`config.mk`:
```
export PLATFORM = sky130hd
export DESIGN_NAME = state_reg_unit
export DESIGN_NICKNAME = d
export VERILOG_FILES = /design/src/rtl/srg_pkg.sv /design/src/rtl/srg_decode.sv /design/src/rtl/srg_wpipe.sv /design/src/rtl/srg_bank.sv /design/src/rtl/state_reg_unit.sv
export SDC_FILE = /design/constraint.sdc
export NUM_CORES = 1
export LEC_CHECK = 0
export ABC_AREA = 1
export BUFFER_PORTS_ARGS = -buffer_cell sky130_fd_sc_hd__buf_2
export CAP_MARGIN = 20
export CELL_PAD_IN_SITES_DETAIL_PLACEMENT = 1
export CELL_PAD_IN_SITES_GLOBAL_PLACEMENT = 1
export CORE_ASPECT_RATIO = 0.75
export CORE_UTILIZATION = 37
export CTS_BUF_LIST = sky130_fd_sc_hd__clkbuf_2
export CTS_CLUSTER_DIAMETER = 30
export DETAILED_ROUTE_END_ITERATION = 16
export PLACE_DENSITY_LB_ADDON = 0.1
export SYNTH_ARGS = -nofsm -noshare
export SYNTH_HDL_FRONTEND = slang
export SYNTH_SLANG_ARGS = --single-unit
```
`constraint.sdc`:
```
create_clock -name clk -period 4.8 [get_ports clk]
set_input_delay 0.48 -clock clk [delete_from_list [all_inputs] [get_ports clk]]
set_output_delay 0.48 -clock clk [all_outputs]
set_load 0.02 [all_outputs]
```
`src/rtl/srg_pkg.sv`:
```
// Package: shared operation codes and target encoding for the state
// register unit. Assumes a 4-bit operation code, with bit 3 as the
// write flag and bits 2:0 as the target selector.
package srg_pkg;

    localparam int DATA_W = 32;

    typedef enum logic [2:0] {
        TGT_Y   = 3'd0,
        TGT_PSR = 3'd1,
        TGT_WIM = 3'd2,
        TGT_TBR = 3'd3,
        TGT_ASR = 3'd4
    } tgt_e;

    localparam logic [3:0] OP_NOP    = 4'd0;
    localparam logic [3:0] OP_RD_Y   = 4'd1;
    localparam logic [3:0] OP_WR_Y   = 4'd9;
    localparam logic [3:0] OP_UNIMP  = 4'd15;

    localparam logic [DATA_W-1:0] PSR_RESET = 32'h0000_0080;

endpackage

```
`src/rtl/srg_decode.sv`:
```
// Module: srg_decode
// Purely combinational decode of one issued operation into read/write
// intent, target, and trap conditions. Assumes NUM_ASR <= 2**IDX_W.
// Illegal traps take priority; privilege is only checked on legal ops.
module srg_decode
    import srg_pkg::*;
#(
    parameter int IDX_W   = 5,
    parameter int NUM_ASR = 4
) (
    input  logic [3:0]       op,
    input  logic [IDX_W-1:0] idx,
    input  logic             supervisor,
    output logic             is_read,
    output logic             is_write,
    output tgt_e             tgt,
    output logic             trap_priv,
    output logic             trap_illegal
);
    localparam logic [IDX_W:0] IDX_LIMIT = (IDX_W+1)'(NUM_ASR);

    logic [2:0] sel;
    logic       is_nop;
    logic       sel_ok;
    logic       idx_bad;

    // Classify the opcode and derive both trap conditions.
    always_comb begin
        sel          = op[2:0];
        is_nop       = (op == OP_NOP);
        sel_ok       = (sel >= 3'd1) && (sel <= 3'd5);
        idx_bad      = (sel == 3'd5) && ({1'b0, idx} >= IDX_LIMIT);
        trap_illegal = !is_nop && (!sel_ok || idx_bad);
        trap_priv    = !is_nop && !trap_illegal && !supervisor && (sel != 3'd1);
        is_read      = sel_ok && !op[3];
        is_write     = sel_ok && op[3];
        tgt          = sel_ok ? tgt_e'(sel - 3'd1) : TGT_Y;
    end

endmodule

```
`src/rtl/srg_wpipe.sv`:
```
// Module: srg_wpipe
// Fixed-depth shift pipeline for pending writes. It advances one stage
// per issued instruction and presents the entry that leaves the last
// stage as a commit. Assumes DEPTH >= 1 and that the caller only pushes
// legal, untrapped writes.
module srg_wpipe
    import srg_pkg::*;
#(
    parameter int DEPTH = 3,
    parameter int IDX_W = 5,
    parameter int DW    = DATA_W
) (
    input  logic             clk,
    input  logic             rst_n,
    input  logic             advance,
    input  logic             push,
    input  tgt_e             push_tgt,
    input  logic [IDX_W-1:0] push_idx,
    input  logic [DW-1:0]    push_data,
    output logic             commit,
    output tgt_e             commit_tgt,
    output logic [IDX_W-1:0] commit_idx,
    output logic [DW-1:0]    commit_data,
    output logic [DEPTH-1:0] stage_valid
);
    logic             v_q   [DEPTH];
    tgt_e             t_q   [DEPTH];
    logic [IDX_W-1:0] i_q   [DEPTH];
    logic [DW-1:0]    d_q   [DEPTH];

    // Stage 0 captures the new write on each issued instruction.
    always_ff @(posedge clk) begin
        if (!rst_n) begin
            v_q[0] <= 1'b0;
            t_q[0] <= TGT_Y;
            i_q[0] <= '0;
            d_q[0] <= '0;
        end else if (advance) begin
            v_q[0] <= push;
            t_q[0] <= push_tgt;
            i_q[0] <= push_idx;
            d_q[0] <= push_data;
        end
    end

    genvar s;
    generate
        for (s = 1; s < DEPTH; s++) begin : g_stage
            // Later stages shift from their predecessor on each issue.
            always_ff @(posedge clk) begin
                if (!rst_n) begin
                    v_q[s] <= 1'b0;
                    t_q[s] <= TGT_Y;
                    i_q[s] <= '0;
                    d_q[s] <= '0;
                end else if (advance) begin
                    v_q[s] <= v_q[s-1];
                    t_q[s] <= t_q[s-1];
                    i_q[s] <= i_q[s-1];
                    d_q[s] <= d_q[s-1];
                end
            end
        end
        for (s = 0; s < DEPTH; s++) begin : g_vout
            assign stage_valid[s] = v_q[s];
            // A stage never changes while no instruction issues.
            assert_hold_when_idle_R2: assert property (@(posedge clk) disable iff (!rst_n)
                !advance |=> $stable(v_q[s]) && $stable(d_q[s]));
        end
    endgenerate

    // Commit is the last stage leaving on an issued instruction.
    always_comb begin
        commit      = advance && v_q[DEPTH-1];
        commit_tgt  = t_q[DEPTH-1];
        commit_idx  = i_q[DEPTH-1];
        commit_data = d_q[DEPTH-1];
    end

endmodule

```
`src/rtl/srg_bank.sv`:
```
// Module: srg_bank
// Storage for Y, PSR, WIM, TBR and NUM_ASR ancillary registers, with one
// commit port and one combinational read port. Assumes NUM_ASR is a power
// of two of at least 2, and that out-of-range indices are trapped upstream.
module srg_bank
    import srg_pkg::*;
#(
    parameter int IDX_W   = 5,
    parameter int NUM_ASR = 4,
    parameter int DW      = DATA_W
) (
    input  logic             clk,
    input  logic             rst_n,
    input  logic             wr_en,
    input  tgt_e             wr_tgt,
    input  logic [IDX_W-1:0] wr_idx,
    input  logic [DW-1:0]    wr_data,
    input  tgt_e             rd_tgt,
    input  logic [IDX_W-1:0] rd_idx,
    output logic [DW-1:0]    rd_data
);
    localparam int AW = $clog2(NUM_ASR);

    logic [DW-1:0] y_q, psr_q, wim_q, tbr_q;
    logic [DW-1:0] asr_q [NUM_ASR];

    // Architectural registers update on a matching commit.
    always_ff @(posedge clk) begin
        if (!rst_n) begin
            y_q   <= '0;
            psr_q <= PSR_RESET;
            wim_q <= '0;
            tbr_q <= '0;
        end else if (wr_en) begin
            if (wr_tgt == TGT_Y)   y_q   <= wr_data;
            if (wr_tgt == TGT_PSR) psr_q <= wr_data;
            if (wr_tgt == TGT_WIM) wim_q <= wr_data;
            if (wr_tgt == TGT_TBR) tbr_q <= wr_data;
        end
    end

    genvar a;
    generate
        for (a = 0; a < NUM_ASR; a++) begin : g_asr
            // Each ancillary register updates on a commit to its index.
            always_ff @(posedge clk) begin
                if (!rst_n)
                    asr_q[a] <= '0;
                else if (wr_en && wr_tgt == TGT_ASR && wr_idx == IDX_W'(a))
                    asr_q[a] <= wr_data;
            end
        end
    endgenerate

    // Select the committed value of the requested register.
    always_comb begin
        unique case (rd_tgt)
            TGT_Y:   rd_data = y_q;
            TGT_PSR: rd_data = psr_q;
            TGT_WIM: rd_data = wim_q;
            TGT_TBR: rd_data = tbr_q;
            TGT_ASR: rd_data = asr_q[rd_idx[AW-1:0]];
            default: rd_data = '0;
        endcase
    end

    // PSR leaves reset with only the supervisor bit set.
    assert_psr_reset_R9: assert property (@(posedge clk)
        !rst_n |=> psr_q == PSR_RESET);

endmodule

```
`src/rtl/state_reg_unit.sv`:
```
// Module: state_reg_unit (top)
// Executes reads and delayed XOR writes of the processor state registers,
// with privilege and legality traps. Results and traps are registered and
// appear one cycle after issue. Assumes at most one issue per cycle.
module state_reg_unit
    import srg_pkg::*;
#(
    parameter int IDX_W   = 5,
    parameter int NUM_ASR = 4,
    parameter int DELAY   = 3
) (
    input  logic              clk,
    input  logic              rst_n,
    input  logic              issue,
    input  logic [3:0]        op,
    input  logic [IDX_W-1:0]  asr_idx,
    input  logic [DATA_W-1:0] src_a,
    input  logic [DATA_W-1:0] src_b,
    input  logic              supervisor,
    output logic [DATA_W-1:0] rd_data,
    output logic              rd_valid,
    output logic              trap_priv,
    output logic              trap_illegal
);
    logic              dec_rd, dec_wr, dec_priv, dec_ill, trapped;
    tgt_e              dec_tgt;
    logic              cm_en;
    tgt_e              cm_tgt;
    logic [IDX_W-1:0]  cm_idx;
    logic [DATA_W-1:0] cm_data, bank_rd;
    logic [DELAY-1:0]  pend_v;

    srg_decode #(.IDX_W(IDX_W), .NUM_ASR(NUM_ASR)) u_dec (
        .op(op), .idx(asr_idx), .supervisor(supervisor),
        .is_read(dec_rd), .is_write(dec_wr), .tgt(dec_tgt),
        .trap_priv(dec_priv), .trap_illegal(dec_ill)
    );

    assign trapped = dec_priv || dec_ill;

    srg_wpipe #(.DEPTH(DELAY), .IDX_W(IDX_W), .DW(DATA_W)) u_pipe (
        .clk(clk), .rst_n(rst_n), .advance(issue),
        .push(dec_wr && !trapped), .push_tgt(dec_tgt),
        .push_idx(asr_idx), .push_data(src_a ^ src_b),
        .commit(cm_en), .commit_tgt(cm_tgt), .commit_idx(cm_idx),
        .commit_data(cm_data), .stage_valid(pend_v)
    );

    srg_bank #(.IDX_W(IDX_W), .NUM_ASR(NUM_ASR), .DW(DATA_W)) u_bank (
        .clk(clk), .rst_n(rst_n), .wr_en(cm_en), .wr_tgt(cm_tgt),
        .wr_idx(cm_idx), .wr_data(cm_data), .rd_tgt(dec_tgt),
        .rd_idx(asr_idx), .rd_data(bank_rd)
    );

    // Register read results and trap flags for the cycle after issue.
    always_ff @(posedge clk) begin
        if (!rst_n) begin
            rd_data      <= '0;
            rd_valid     <= 1'b0;
            trap_priv    <= 1'b0;
            trap_illegal <= 1'b0;
        end else begin
            rd_valid     <= issue && dec_rd && !trapped;
            rd_data      <= (issue && dec_rd && !trapped) ? bank_rd : '0;
            trap_priv    <= issue && dec_priv;
            trap_illegal <= issue && dec_ill;
        end
    end

    assert_traps_exclusive_R10: assert property (@(posedge clk) disable iff (!rst_n)
        !(trap_priv && trap_illegal));

    assert_y_never_privileged_R4: assert property (@(posedge clk) disable iff (!rst_n)
        issue && (op == OP_RD_Y || op == OP_WR_Y) |=> !trap_priv);

    assert_unimp_traps_R5: assert property (@(posedge clk) disable iff (!rst_n)
        issue && op == OP_UNIMP |=> trap_illegal);

    assert_trap_not_queued_R8: assert property (@(posedge clk) disable iff (!rst_n)
        issue && trapped |=> !pend_v[0] && !rd_valid);

    assert_commit_needs_issue_R2: assert property (@(posedge clk) disable iff (!rst_n)
        cm_en |-> issue);

endmodule

```
==> metrics.md <==
| Metric | Value |
|---|---|
| Mapped Avg Cell Area | ~9.6 µm² |
| Sw frac | 0.279 |
| Initial DRT Pass Iterations | 5 |
| Starting Density | 0.377 |
| Synthesis-to-layout area growth | 17.1% |
| Largest net degree at the start of global routing | about 120 |
| Routed length per instance | 19.4 µm |
| Post-synth ARST share | 0 |
| Via/cell ratio | about 5.2 |
| Initial drt markers | around 830 |
| Critical path data required time | around 5800 ps |
| Synth top area share | 0.444 |
| Seq/Total Area, Yosys | 0.638 |
| Top FF cell, synth | edfxtp_1 |
| DRC | 0 |
| Worst slew margin | 0.312 |
| Crit path kind | primary input to flop |
| Logic pwr share | 0.085 |
| DPL Wire Length | 27400 µm |
| Design area | ~20000 µm² |
| Die area | 46600 µm² |
| CTS tree | yes |
| Setup bufs post-CTS | 0 |
| Synthesis warning total | 0 |
| CTS Buf Count | 110 |
| Worst-Margin Slew | 1030 ps |
| Setup_tns | 0 ps |
| I/O Pins | 112 |
| Worst Skew | slightly above 70 ps |
| Post-cts resize count | 0 |
| Min Hold Slack | 234 ps |
| Net Count, Synth | 1841 |
| PnR worst setup slack | 2140 ps |
| Crit path DAT | 3650 ps |
| Clock share of power | 0.360 |
| Min cycle time layout | 2660 ps |
| Congestion Overflow GR | 0 |
| Slew Limit Fails | 0 |
| Root buffer cell | clkbuf_2 |
| Final nets | 2040 |
| Hold Violations, Final | 0 |
| Fmax | between 300 and 400 MHz |
| Syn Inst Count | 1761 |
| Post-Route WL | 51200 µm |
| P per Cell Area | 357 nW/µm² |
| Internal | about 5000 µW |
| Worst Hold Class | primary input to flop |
| Final ANT Viol Nets | 0 |
| CTS Hold Bufs | 78 |
| Clock tree buffer depth | 3 |
| Die Height | 187 µm |
| Worst-path maximum fanout | 53 |
| Die extent in x | 249 µm |
| First-pass GRT wire length | 80900 µm |
| RSZ-0062 raised after global routing | false |
| Cell variety after synth | 24 |
| Seq pwr share | 0.555 |
| Ranking of synthesized cells by area | edfxtp_1, dfxtp_1, nor2_1, o21ai_0, nand3_1 |
| Clk sinks | a little over 400 |
| Cell taking the most area after synthesis | edfxtp_1 |
| Setup crit start kind | primary input |
| Insertion delay to the later sink of the worst-skew pair | 1100 ps |
| Run status | complete, no violations |
| Reg clk slew, reported paths | 90 ps |
| CP Capture Type | flop |
| Max VDD drop | 0.142 mV |
| Final Wtd Congestion | 0.732 |
| Fin crit share | 0.554 |
| H-tree Lvls | 3 |
| Synth Cell Area | 16900 µm² |
| Vias | 13700 |
| Max capacitance violation total | 0 |
| Synthesized flop and latch total | 414 |
| Port bufs | between 100 and 150 |
| Layout cell share with drive strength beyond 1 | 0.166 |
| Cell Rows | 67 |
| Post-DP Area | 17900 µm² |
| Dpl ws | ~1500 ps |
| Setup violations, final | 0 |
| Post-synth EDFFs | 250 |
| Leakage | 0.00802 µW |
| Total track usage | 0.224 |
| Number of global-route vias before repair | 14300 |
| Sw Pwr | approximately 2000 µW |
| Antenna violations before repair | 2 |
| Core Box Area | 44800 µm² |
==> cells in the final DEF (no fill, tap or decap), drive strengths merged <==
cell	instances
o211ai	1
xnor2	32
bufinv	1
edfxtp	250
buf	136
nor3	4
clkbuf	179
nor4b	1
o21ai	226
clkinv	26
nand3	138
nor2	421
dlygate4sd3	78
nor4	1
diode	4
inv	139
nand4	68
a21oi	128
nand2	56
ha	3
dfxtp	164
or2	2
==> sequential cells by signal, summed over array words and instances, names as in the netlist <==
register,flops
u_bank.wim_q,32
rd_data,32
u_bank.asr_q,128
u_pipe.t_q,9
u_bank.psr_q,32
trap_priv,1
trap_illegal,1
u_bank.tbr_q,32
u_pipe.d_q,96
rd_valid,1
u_bank.y_q,32
u_pipe.i_q,15
u_pipe.v_q,3
==> cells by family (layout without fill, tap and decap cells) <==
group,after synthesis,in the layout,synth area share
simple gates,691,691,0.176
flops,414,414,0.638
compound gates,355,355,0.106
buf+inv,266,559,0.0613
xor+xnor,32,32,0.0166
fa+ha+maj,3,3,0.00222
other cells,0,4,0
==> area by class of cell <==
| cell class | count | area, µm² |
|---|---|---|
| tap | 586 | 733 |
| timing repair buffer | 214 | 1590 |
| clock inverter | 27 | 134 |
| multi-input combinational | 1081 | 5130 |
| clock buffer | 179 | 896 |
| fill | 5194 | 25000 |
| sequential | 414 | 10800 |
| antenna | 4 | 10.0 |
| inverter | 139 | 522 |
==> power by group through the flow <==
stage / Combinational (µW) / Clock [µW] / Sequential, µW
floorplan: 325 / 0 / 4000
global placement: 515 / 0 / 4010
detailed placement: 530 / 0 / 4010
CTS: 600 / 2640 / 3930
global route: 667 / 2830 / 3940
finish: 602 / 2550 / 3930
==> critical path, cell delays in order <==
cell and delay (ps):
dlygate4sd3_1 530, buf_2 170, o21ai_0 330, nand3_4 600
o21ai_4 610, buf_4 540, nand3_1 130, nand2_1 90
nor2_1 40, nor2_1 80
==> per-layer routing <==
| metal | routed length [µm] | vias to the layer above | global-route usage |
|---|---|---|---|
| li1 | - | 6456 | - |
| met1 | 23300 | 6860 | 0.297 |
| met4 | 1050 | 0 | 0.0729 |
| met2 | 24200 | 356 | 0.368 |
| met3 | 2590 | 76 | 0.0452 |
| met5 | 0 | - | 0 |
==> synthesized netlist by cell type, types with 3 or more instances <==
cell,number
nor2_1,421
edfxtp_1,250
o21ai_0,214
dfxtp_1,164
nand3_1,138
inv_1,133
a21oi_1,128
clkbuf_1,86
nand4_1,68
nand2_1,56
xnor2_1,32
buf_2,31
o21ai_1,11
buf_1,10
clkinv_1,3
ha_1,3
inv_2,3
nor3_1,3
==> worst paths after layout <==
check | cells after the start | slack (ps) | to | startpoint
min reg2reg | 2 | 500 | u_bank.psr_q[7] | u_bank.psr_q[7]
max | 10 | 2140 | rd_data[18] | op[0]
min | 3 | 230 | u_pipe.i_q[0][0] | asr_idx[0]
max reg2reg | 4 | 2470 | u_bank.asr_q[0][2] | u_pipe.t_q[2][0]
==> metrics by stage <==
stage,utilization,cells,power [µW]
CTS,0.440,2638,7170
detailed placement,0.400,2354,4540
global placement,0.399,2353,4520
floorplan,-,1761,4320
finish,0.442,2644,7080
global route,0.442,2644,7440
(Power assumes the default switching activity.)
